$ cat src/rtl/tss_pkg.sv
package tss_pkg;

    localparam int DW = 8;
    localparam int AW = 2 * DW;

    localparam logic [DW-1:0] STACK_PAGE = 8'h01;
    localparam logic [AW-1:0] VEC_ADDR   = 16'hFFFE;
    localparam int            RET_OFFSET = 2;

    localparam int BIT_MASK_I = 2;
    localparam int BIT_SAVED  = 4;
    localparam int BIT_SPARE  = 5;

    typedef enum logic [3:0] {
        S_IDLE,
        S_PUSH_HI,
        S_PUSH_LO,
        S_PUSH_ST,
        S_VEC_LO,
        S_VEC_HI,
        S_POP_ST,
        S_POP_LO,
        S_POP_HI,
        S_FIN
    } seq_state_e;

    typedef struct packed {
        seq_state_e    state;
        logic [AW-1:0] pc;
        logic [AW-1:0] ret;
        logic [DW-1:0] sp;
        logic [DW-1:0] st;
        logic [DW-1:0] lo;
        logic          done;
    } seq_regs_t;

endpackage

$ cat src/rtl/tss_stack_addr.sv
module tss_stack_addr
    import tss_pkg::*;
(
    input  logic [DW-1:0] sp,
    output logic [AW-1:0] push_addr,
    output logic [AW-1:0] pop_addr,
    output logic [DW-1:0] sp_dec,
    output logic [DW-1:0] sp_inc
);

    // Write at the current slot, then step down; step up, then read.
    always_comb begin
        sp_dec    = sp - DW'(1);
        sp_inc    = sp + DW'(1);
        push_addr = {STACK_PAGE, sp};
        pop_addr  = {STACK_PAGE, sp_inc};
    end

endmodule

$ cat src/rtl/tss_status_fmt.sv
module tss_status_fmt
    import tss_pkg::*;
(
    input  logic [DW-1:0] st,
    output logic [DW-1:0] st_pushed,
    output logic [DW-1:0] st_after_entry
);

    for (genvar b = 0; b < DW; b++) begin : g_bit
        localparam bit FORCE_SAVE = (b == BIT_SAVED) || (b == BIT_SPARE);
        localparam bit FORCE_MASK = (b == BIT_MASK_I);
        assign st_pushed[b]      = st[b] | FORCE_SAVE;
        assign st_after_entry[b] = st[b] | FORCE_MASK;
    end

endmodule

$ cat src/rtl/trap_stack_seq.sv
module trap_stack_seq
    import tss_pkg::*;
#(
    parameter logic [AW-1:0] RESET_PC = 16'h0000,
    parameter logic [DW-1:0] RESET_SP = 8'hFF,
    parameter logic [DW-1:0] RESET_ST = 8'h20
) (
    input  logic          clk,
    input  logic          rst_n,
    input  logic          entry_req,
    input  logic          return_req,
    input  logic [AW-1:0] trap_pc,
    input  logic [DW-1:0] mem_rdata,
    output logic [AW-1:0] mem_addr,
    output logic          mem_wr,
    output logic          mem_rd,
    output logic [DW-1:0] mem_wdata,
    output logic          busy,
    output logic          done,
    output logic [AW-1:0] pc,
    output logic [DW-1:0] sp,
    output logic [DW-1:0] status
);

    seq_regs_t q, d;

    logic [AW-1:0] push_addr, pop_addr;
    logic [DW-1:0] sp_dec, sp_inc;
    logic [DW-1:0] st_pushed, st_after_entry;

    tss_stack_addr u_stack_addr (
        .sp        (q.sp),
        .push_addr (push_addr),
        .pop_addr  (pop_addr),
        .sp_dec    (sp_dec),
        .sp_inc    (sp_inc)
    );

    tss_status_fmt u_status_fmt (
        .st             (q.st),
        .st_pushed      (st_pushed),
        .st_after_entry (st_after_entry)
    );

    always_comb begin
        d         = q;
        d.done    = 1'b0;
        mem_addr  = '0;
        mem_wr    = 1'b0;
        mem_rd    = 1'b0;
        mem_wdata = '0;

        unique case (q.state)
            S_IDLE: begin
                // Entry wins when both requests arrive together.
                if (entry_req) begin
                    d.ret   = trap_pc + AW'(RET_OFFSET);
                    d.state = S_PUSH_HI;
                end else if (return_req) begin
                    d.state = S_POP_ST;
                end
            end
            S_PUSH_HI: begin
                mem_wr    = 1'b1;
                mem_addr  = push_addr;
                mem_wdata = q.ret[AW-1:DW];
                d.sp      = sp_dec;
                d.state   = S_PUSH_LO;
            end
            S_PUSH_LO: begin
                mem_wr    = 1'b1;
                mem_addr  = push_addr;
                mem_wdata = q.ret[DW-1:0];
                d.sp      = sp_dec;
                d.state   = S_PUSH_ST;
            end
            S_PUSH_ST: begin
                mem_wr    = 1'b1;
                mem_addr  = push_addr;
                mem_wdata = st_pushed;
                d.sp      = sp_dec;
                d.st      = st_after_entry;
                d.state   = S_VEC_LO;
            end
            S_VEC_LO: begin
                mem_rd   = 1'b1;
                mem_addr = VEC_ADDR;
                d.state  = S_VEC_HI;
            end
            S_VEC_HI: begin
                mem_rd   = 1'b1;
                mem_addr = VEC_ADDR + AW'(1);
                d.lo     = mem_rdata;       // low vector byte from last cycle
                d.state  = S_FIN;
            end
            S_POP_ST: begin
                mem_rd   = 1'b1;
                mem_addr = pop_addr;
                d.sp     = sp_inc;
                d.state  = S_POP_LO;
            end
            S_POP_LO: begin
                mem_rd   = 1'b1;
                mem_addr = pop_addr;
                d.sp     = sp_inc;
                d.st     = mem_rdata;       // status byte
                d.state  = S_POP_HI;
            end
            S_POP_HI: begin
                mem_rd   = 1'b1;
                mem_addr = pop_addr;
                d.sp     = sp_inc;
                d.lo     = mem_rdata;       // pc low byte
                d.state  = S_FIN;
            end
            S_FIN: begin
                // Shared tail: high byte arrives now for both sequences.
                d.pc    = {mem_rdata, q.lo};
                d.done  = 1'b1;
                d.state = S_IDLE;
            end
            default: d.state = S_IDLE;
        endcase
    end

    always_ff @(posedge clk or negedge rst_n) begin
        if (!rst_n) begin
            q <= '{state: S_IDLE, pc: RESET_PC, ret: '0, sp: RESET_SP,
                   st: RESET_ST, lo: '0, done: 1'b0};
        end else begin
            q <= d;
        end
    end

    assign busy   = (q.state != S_IDLE);
    assign done   = q.done;
    assign pc     = q.pc;
    assign sp     = q.sp;
    assign status = q.st;

endmodule

$ cat config.mk
export PLATFORM = sky130hd
export DESIGN_NAME = trap_stack_seq
export DESIGN_NICKNAME = d
export VERILOG_FILES = /design/src/rtl/tss_pkg.sv /design/src/rtl/tss_stack_addr.sv /design/src/rtl/tss_status_fmt.sv /design/src/rtl/trap_stack_seq.sv
export SDC_FILE = /design/constraint.sdc
export NUM_CORES = 1
export LEC_CHECK = 0
export ABC_AREA = 1
export BUFFER_PORTS_ARGS = -buffer_cell sky130_fd_sc_hd__buf_2
export CAP_MARGIN = 20
export CORE_ASPECT_RATIO = 1.4
export CORE_UTILIZATION = 28
export DETAILED_ROUTE_END_ITERATION = 7
export PLACE_DENSITY_LB_ADDON = 0.1
export SLEW_MARGIN = 40
export SYNTH_ARGS = -nofsm -noshare
export SYNTH_HDL_FRONTEND = slang
export SYNTH_SLANG_ARGS = --single-unit
export TNS_END_PERCENT = 20
$ cat constraint.sdc
create_clock -name clk -period 1.9 [get_ports clk]
set_clock_uncertainty 0.1 [all_clocks]
set_input_delay 0.475 -clock clk [delete_from_list [all_inputs] [get_ports clk]]
set_output_delay 0.475 -clock clk [all_outputs]
set_load 0.1 [all_outputs]
==> results of run 1 <==
logic make-up (layout without fill, tap and decap cells):
family	after synthesis	count (layout)	synth area share, %
compound gates	72	72	11.4
xor+xnor	4	4	0.991
fa+ha+maj	3	3	1.06
buf+inv	106	224	15.5
flops	61	61	43.5
simple gates	226	226	27.5
layout make-up:
cell class	instances	share of cell area, %
clock buffers	10	4.29
clock inverters	6	1.17
inverters	58	4.08
multi-input cells	305	30.1
flip-flops and latches	61	28.9
well taps	150	3.52
repair buffers	150	27.9
layout by cell type (no fill, tap or decap), types with 6 or more instances in the layout:
cell type / count
clkbuf_16: 10
nor2_1: 29
inv_1: 48
buf_12: 37
dfstp_2: 9
o211ai_1: 11
nand2_2: 6
nand3_2: 8
dfrtp_1: 49
nand3_1: 31
nand2_1: 128
o21ai_0: 45
buf_4: 56
inv_2: 10
nor2_2: 7
buf_2: 52
sequential cells by signal, indices dropped and copies added, names as in the netlist:
register and flops:
sp 8, q 28, done 1, pc 16
status 8
repair_timing:
item,in CTS,in global routing
gates resized for setup,40,4
pin swaps,16,7
buffers inserted,11,0
setup endpoints to repair,28,29
endpoints found under the hold margin,0,0
critical path: stages (launching register included):
cell and delay, ns:
dfstp_2 0.58, ha_4 0.15, nand2_2 0.05, nor2_1 0.10, nand3_1 0.08, nand2_1 0.08, nand3_2 0.08, o211ai_1 0.16
clkbuf_16 0.27
worst max path at each step:
stage,startpoint,endpoint,slack (ns)
2_1_floorplan,q[59],mem_addr[0],-1.06
3_3_place_gp,q[59],mem_wdata[4],-0.22
3_5_place_dp,q[59],mem_wdata[4],-0.24
4_1_cts,sp[1],mem_addr[1],-0.52
5_1_grt,sp[0],mem_addr[6],-0.62
6_report,sp[0],mem_addr[6],-0.55
per-stage QoR:
step / setup WS [ns] / util, % / hold slack, ns
6_report: -0.547 / 43.3 / 0.0501
4_1_cts: -0.522 / 43.2 / 0.0611
5_1_grt: -0.617 / 43.3 / 0.0798
3_5_place_dp: -0.237 / 38.8 / 0.367
3_3_place_gp: -0.221 / 38.8 / 0.364
2_1_floorplan: -1.06 / - / 0.0794
routing by layer:
metal  track usage, %  vias to the layer above  wire, um
met5                0                        -         0
met4             6.30                        0       176
met3             3.16                       13       410
met2             29.9                       77      5400
met1             16.5                     1515      3910
li1                 -                     1702         -
==> summary.md, run 1 <==
| Metric | Value |
|---|---|
| Hold Path Class | in2async |
| H-tree Lvls | 3 |
| DR WL/cell | about 13 um |
| IO Pins | 88 |
| Synthesis Warnings | 0 |
| CTS tree | done |
| Clk root buf | clkbuf_16 |
| Post-DP Area | 0.00477 mm2 |
| Fin crit share | 129% |
| Crit path required time | around 1.3 ns |
| Cell area after synthesis | between 0.003 and 0.004 mm2 |
| Post-synth ARST share | 100% |
| Routability cong. | roughly 0.8 |
| Unrepaired setup endpoints after global routing | yes |
| Core Rows | 48 |
| Setup TNS | -8.14 ns |
| ANT nets after route | 0 |
| Worst R2R Start | sp[0] |
| Clock transition at path regs | approximately 0.05 ns |
| Clock Latency Late Sink | roughly 0.32 ns |
| Clock Path Buffers | 2 |
| Synth Flop Type | dfrtp_1 |
| R2R cell count | 17 |
| Count leader, synth | nand2_1 |
| RR Endpoint | sp[6] |
| Top-area cell type share of the netlist area | a little under two fifths |
| Final instance area | 0.00534 mm2 |
| Arr. time, crit path | around 1.9 ns |
| Max Fclk | approximately 0.4 GHz |
| Pin count of the biggest net entering global routing | slightly above 60 |
| Die width | around 97 um |
| Final min period | between 2 and 2.5 ns |
| Area of the multi-input gates | 0.00161 mm2 |
| Tightest Pin Transition | between 0.5 and 0.6 ns |
| Vias per Instance | around 4.5 |
| Synth-to-Final Area Change | 51.0% |
| FILL cells | between 1000 and 1500 |
| Avg Cell Area, Syn | 7.49 um2 |
| Final HPWL DP | approximately 7400 um |
| Count of cell types in the netlist | 30 |
| Startpoint types | flop |
| Yosys top cell by area | dfrtp_1 |
| Total number of vias | between 3000 and 4000 |
| Status | complete, but fails checks |
| Core box area | 0.0123 mm2 |
| CP Class | reg2out |
| Storage element area | 0.00154 mm2 |
| Final WS setup | -0.547 ns |
| First-pass GRT wire length | ~16000 um |
| Initial antenna violation count | 0 |
| Vias in the first global route | 3374 |
| Sink Count | 61 |
| CTS buffer count | 9 |
| Rel. slew slack | 66.6% |
| Failing checks | negative setup slack |
| Seq/Total Area, Yosys | 43.5% |
| Layout cells sized above 1 | 37.8% |
| Synth Instances | around 470 |
| CP endpoint kind | output pin |
| Hold buffer count at cts | 0 |
| Final wirelength | 9890 um |
| Seq cells post-synth | about 60 |
| CP Max Fanout | 4 |
| Hold Violations, Final | 0 |
| Grt ovf | 0 |
| Syn_nets | 503 |
| Final setup fails | 28 |
| Most common library cells after synthesis | 134 x nand2_1, 53 x inv_1, 52 x dfrtp_1 |
| DRC | 0 |
| EDFF count, synth | 0 |
| Initial Util | 28.7% |
| Port buffer count | 87 |
| Area contributors post-synth | dfrtp_1 37%, nand2_1 14%, buf_4 8.1% |
| Fin nets | between 600 and 700 |
| Die area | ~0.013 mm2 |
| Die Y-Extent | 135 um |
| 1st-iter DRT viols | ~110 |
| Max-Cap Viols | 0 |
| Ant diodes | 0 |
| DR pass1 iterations | 6 |
| Final max-slew violation count | 0 |
| Placed Instances | just over 700 |
| Layout Cells excl Fill | 740 |
| R2R setup slack | -0.52 ns |
| GRT Util Overall | between 10% and 20% |
Power of run 1 is left out: the tool's default activity adds up to more than one toggle a clock period on the data nets, which glitch-free logic cannot reach.
==> run 2: changes to the inputs <==
--- a/config.mk
+++ b/config.mk
@@ -11,7 +11,7 @@
 export CORE_ASPECT_RATIO = 1.4
 export CORE_UTILIZATION = 28
 export DETAILED_ROUTE_END_ITERATION = 7
-export PLACE_DENSITY_LB_ADDON = 0.1
+export PLACE_DENSITY = 0.46
 export SLEW_MARGIN = 40
 export SYNTH_ARGS = -nofsm -noshare
 export SYNTH_HDL_FRONTEND = slang
==> run 2 against run 1 <==
  * Critical path depth stayed put
  * Flip-flop and latch count did not move
  * The flow still finishes with violations (negative setup slack)
  * Via count increased by 0.88%
  * Core utilization down 0.37 points
  * Non-clock buffer count decreased by 5
==> summary.md, run 2 (synthesis gave the netlist of run 1 again) <==
| Metric | Value |
|---|---|
| Initial Util | roughly 29% |
| Ant diodes | 0 |
| Worst R2R Start | q[60] |
| Pin count of the biggest net entering global routing | 33 |
| Biggest register | q |
| Max Fclk | 0.410 GHz |
| Clock transition at path regs | 0.05 ns |
| DR pass1 iterations | 4 |
| CP Max Fanout | 5 |
| Unrepaired setup endpoints after global routing | yes |
| Routability cong. | between 0.8 and 0.9 |
| Hold Path Class | in2reg |
| Most frequent cells in the layout | 124 x nand2_1, 52 x buf_2, 49 x dfrtp_1, 49 x buf_4, 46 x inv_1 |
| CTS buffer count | 9 |
| Die Y-Extent | 135 um |
| Biggest cell delay along the critical path | around 0.60 ns |
| Failing checks | negative setup slack |
| WHS | 0.252 ns |
| DR WL/cell | about 13 um |
| Max-Cap Viols | 0 |
| Hold Violations, Final | 0 |
| Vias in the first global route | around 3200 |
| Placed Instances | just over 700 |
| CP endpoint kind | output pin |
| Buffers & Inverters on Critical Path | 1 |
| DRC | 0 |
| Storage element area | roughly 0.0015 mm2 |
| FILL cells | approximately 1200 |
| Layout cells sized above 1 | 38.3% |
| Final instance area | 0.00529 mm2 |
| 1st-iter DRT viols | between 80 and 90 |
| ANT nets after route | 0 |
| Sink Count | 61 |
| Die width | slightly below 100 um |
| CP delay by family, top | flip-flops |
| CTS tree | done |
| Final WS setup | -0.539 ns |
| Rel. slew slack | approximately 66% |
| Final max-slew violation count | 0 |
| Max FFs per register | 28 |
| Synth-to-Final Area Change | 49.7% |
| Area of the multi-input gates | about 0.0016 mm2 |
| CP Class | reg2out |
| CP startpoint | sp[0] |
| Final wirelength | 9680 um |
| Core box area | between 0.01 and 0.015 mm2 |
| Final HPWL DP | about 7400 um |
| Initial antenna violation count | 0 |
| IO Pins | 88 |
| CP cell instances | ha_4 > nand2_4 > nor2_4 > nand3_2 > nand2_2 > nand3_2 > o211ai_1 > clkbuf_16 |
| Clk root buf | clkbuf_16 |
| Post-DP Area | 0.00473 mm2 |
| Arr. time, crit path | around 1.9 ns |
| Tightest Pin Transition | just over 0.5 ns |
| H-tree Lvls | 3 |
| Final setup fails | 28 |
| Commonest non-fill, non-tap cell in the layout | nand2_1 |
| Total number of vias | between 3000 and 4000 |
| Startpoint types | flop |
| Crit path required time | roughly 1.3 ns |
| Layout Cells excl Fill | approximately 740 |
| Status | complete, but fails checks |
| Final min period | ~2.4 ns |
| Critical-path top delay cell | dfstp_2 |
| Clock Latency Late Sink | ~0.33 ns |
| Port buffer count | 87 |
| Clock Path Buffers | 2 |
| Hold_sp | trap_pc[0] |
| First-pass GRT wire length | 15800 um |
| Fin crit share | 128% |
| Crit path top cell by count | nand3_2 |
| Core Rows | 48 |
| Grt ovf | 0 |
| Vias per Instance | between 4 and 5 |
| Die area | approximately 0.013 mm2 |
| GRT Util Overall | roughly 15% |
| Fin nets | approximately 610 |
| Pre-CTS setup slack | -0.243 ns |
[run 2: cell types whose count changed in the layout (fill, tap and decap cells not counted), moves of 2 or more]
cell,delta
buf_4,-7
buf_12,-5
buf_6,+4
nand2_1,-4
inv_4,+3
nand2_4,+3
clkbuf_16,+2
inv_1,-2
nand3_1,-2
nand3_2,+2
nor2_4,+2
[run 2: worst register-to-register path: stages, from the launching register on]
cell	delay (ns)
dfrtp_2	0.44
buf_6	0.13
inv_4	0.06
buf_6	0.09
nand2_4	0.05
buf_4	0.14
nor2_2	0.19
nor2_8	0.10
nand2_4	0.14
nor2_1	0.05
a31oi_1	0.15
[run 2: layout make-up]
cell class | instances | area share [%]
timing repair buffer | 145 | 27.3
inverter | 58 | 4.26
tap | 150 | 3.55
clock buffer | 10 | 4.33
multi-input combinational | 305 | 30.7
clock inverter | 6 | 0.757
sequential | 61 | 29.1
[run 2: metal layers]
metal	global-route usage (%)	part of all wire, %
met1	16.5	41
met2	28.2	52
met3	3.42	4.3
met4	7.30	2.6
met5	0	0
[run 2: metrics by stage]
step / util (%) / setup TNS [ns]
floorplan: - / -16.26
global placement: 38.4 / -1.88
detailed placement: 38.4 / -1.91
CTS: 42.0 / -9.52
global route: 43.0 / -10.77
finish: 43.0 / -8.80
[run 2: path summary, 6_finish.rpt]
path	depth (start not counted)	endpoint	slack, ns
min	3	q[25]	0.25
min reg2reg	2	pc[6]	0.37
min in group asynchronous	2	pc[6]	0.38
max reg2reg	10	sp[2]	0.19
max in group asynchronous	3	status[5]	0.79
max	8	mem_addr[6]	-0.54
[run 2: timing repair]
item,4_1_cts,5_1_grt
setup endpoints to repair,28,29
pin swaps,17,12
buffers inserted,6,2
hold buffers,1,0
endpoints found under the hold margin,1,0
gates resized for setup,34,30
Power of run 2 is left out for the same reason.
==> run 3: changes to the inputs <==
--- a/config.mk
+++ b/config.mk
@@ -12,6 +12,7 @@
 export CORE_UTILIZATION = 28
 export DETAILED_ROUTE_END_ITERATION = 7
 export PLACE_DENSITY = 0.46
+export RECOVER_POWER = 100
 export SLEW_MARGIN = 40
 export SYNTH_ARGS = -nofsm -noshare
 export SYNTH_HDL_FRONTEND = slang
==> run 3 against run 2 <==
  * Core utilization shrank 0.51 points
  * Final cell count is the same
  * Critical path depth is the same
  * Sequential share of layout area grew 0.30 points
  * Global-route usage is the same
  * Largest cell class unchanged
  * Worst hold slack is essentially flat
  * The flow still finishes with violations (negative setup slack)
  * Register-to-register slack lost 0.23 ns
  * First-iteration DRC count grew 17%
  * Non-clock buffer count is the same
  * Routed wire length is essentially flat
==> summary.md, run 3 (synthesis gave the netlist of run 1 again) <==
| Metric | Value |
|---|---|
| 1st-iter DRT viols | roughly 100 |
| ANT nets after route | 0 |
| DR pass1 iterations | 6 |
| Fin nets | 611 |
| Max FFs per register | 28 |
| DR WL/cell | 13.2 um |
| Met3 WL | just under 400 um |
| Initial antenna violation count | 0 |
| Final WS setup | -0.538 ns |
| Final setup fails | 33 |
| Core box area | 0.0123 mm2 |
| Routability cong. | approximately 0.83 |
| Max-Cap Viols | 0 |
| Final wirelength | about 9700 um |
| CTS buffer count | 9 |
| Die Y-Extent | roughly 130 um |
| Grt ovf | 0 |
| Die width | between 90 and 100 um |
| CTS tree | done |
| GRT Util Overall | 15.3% |
| CP Class | reg2out |
| Storage element area | roughly 0.0015 mm2 |
| CP endpoint kind | output pin |
| Most frequent cells in the layout | 126 x nand2_1, 51 x dfrtp_1, 49 x inv_1 |
| Clk root buf | clkbuf_16 |
| Wire length on met2 | slightly above 5000 um |
| Biggest register | q |
| Arr. time, crit path | ~1.9 ns |
| Clock Latency Late Sink | about 0.33 ns |
| FILL cells | between 1000 and 1500 |
| Ant diodes | 0 |
| CP Max Fanout | 5 |
| Startpoint types | flop |
| Crit path required time | ~1.3 ns |
| Final min period | 2.44 ns |
| First-pass GRT wire length | about 16000 um |
| Failing checks | negative setup slack |
| Unrepaired setup endpoints after global routing | yes |
| R2R setup slack | -0.04 ns |
| Port buffer count | 87 |
| Initial Util | 28.7% |
| Hold Violations, Final | 0 |
| Area of the multi-input gates | 0.00159 mm2 |
| Top Layer Used | met4 |
| Pin count of the biggest net entering global routing | 33 |
| WHS | approximately 0.25 ns |
| H-tree Lvls | 3 |
| Wl on met1 | around 4000 um |
| Clock Path Buffers | 2 |
| Core Rows | 48 |
| Commonest non-fill, non-tap cell in the layout | nand2_1 |
| Synth-to-Final Area Change | 47.9% |
| Final max-slew violation count | 0 |
| Vias per Instance | between 4 and 5 |
| Status | complete, but fails checks |
| Max Fclk | approximately 0.4 GHz |
| Vias in the first global route | 3231 |
| Die area | roughly 0.013 mm2 |
| Total number of vias | approximately 3300 |
| Hold Path Class | in2reg |
| Fin crit share | 128% |
| Tightest Pin Transition | approximately 0.60 ns |
| Layout cells sized above 1 | roughly 36% |
| IO Pins | 88 |
| Rel. slew slack | approximately 60% |
| DRC | 0 |
| Clock transition at path regs | 0.05 ns |
| Final HPWL DP | between 7000 and 8000 um |
| Sink Count | between 60 and 70 |
run 3: cell count changes in the layout (fill, tap and decap cells not counted), sizes merged:
cell	before	now
clkbuf	13	46
buf	141	108
run 3: what timing repair did:
action                     in CTS  in global routing
buffers inserted                6                  2
cloned                          0                  0
hold endpoints to repair        1                  0
gates resized for setup        34                 30
hold buffers                    1                  0
pin swaps                      17                 12
setup endpoints to repair      28                 29
run 3: critical path, cell delays in order (launching register included):
cell       delay (ns)
dfstp_2          0.60
ha_4             0.18
nand2_4          0.06
nor2_4           0.08
nand3_2          0.07
nand2_2          0.07
nand3_2          0.07
o211ai_1         0.14
clkbuf_16        0.25
run 3: path summary, 6_finish.rpt:
kind | startpoint | end | depth (start not counted)
max | sp[0] | mem_addr[6] | 8
min | trap_pc[0] | q[25] | 3
max reg2reg | q[60] | sp[2] | 9
min reg2reg | pc[9] | pc[9] | 2
max in group asynchronous | rst_n | q[40] | 3
min in group asynchronous | rst_n | pc[6] | 2
run 3: metal layers:
| metal | vias to the layer above | global-route usage, % |
|---|---|---|
| li1 | 1693 | - |
| met1 | 1548 | 16.5 |
| met2 | 79 | 28.2 |
| met3 | 14 | 3.42 |
| met4 | 0 | 7.30 |
| met5 | - | 0 |
run 3: area by class of cell:
type	instances	area share [%]
clock buffers	10	4.38
clock inverters	6	0.766
inverters	58	4.31
multi-input cells	305	30.5
flip-flops and latches	61	29.4
well taps	150	3.59
repair buffers	145	27.1
run 3: stage by stage:
| stage | worst slack [ns] | cells | util (%) | area [um2] | TNS (ns) |
|---|---|---|---|---|---|
| global route | -0.619 | 735 | 42.5 | 5230 | -13.97 |
| CTS | -0.510 | 733 | 42.0 | 5170 | -9.52 |
| floorplan | -1.06 | 472 | - | 3570 | -16.26 |
| global placement | -0.225 | 710 | 38.4 | 4730 | -1.88 |
| detailed placement | -0.243 | 710 | 38.4 | 4730 | -1.91 |
| finish | -0.538 | 735 | 42.5 | 5230 | -9.35 |
Power of run 3 is left out for the same reason.
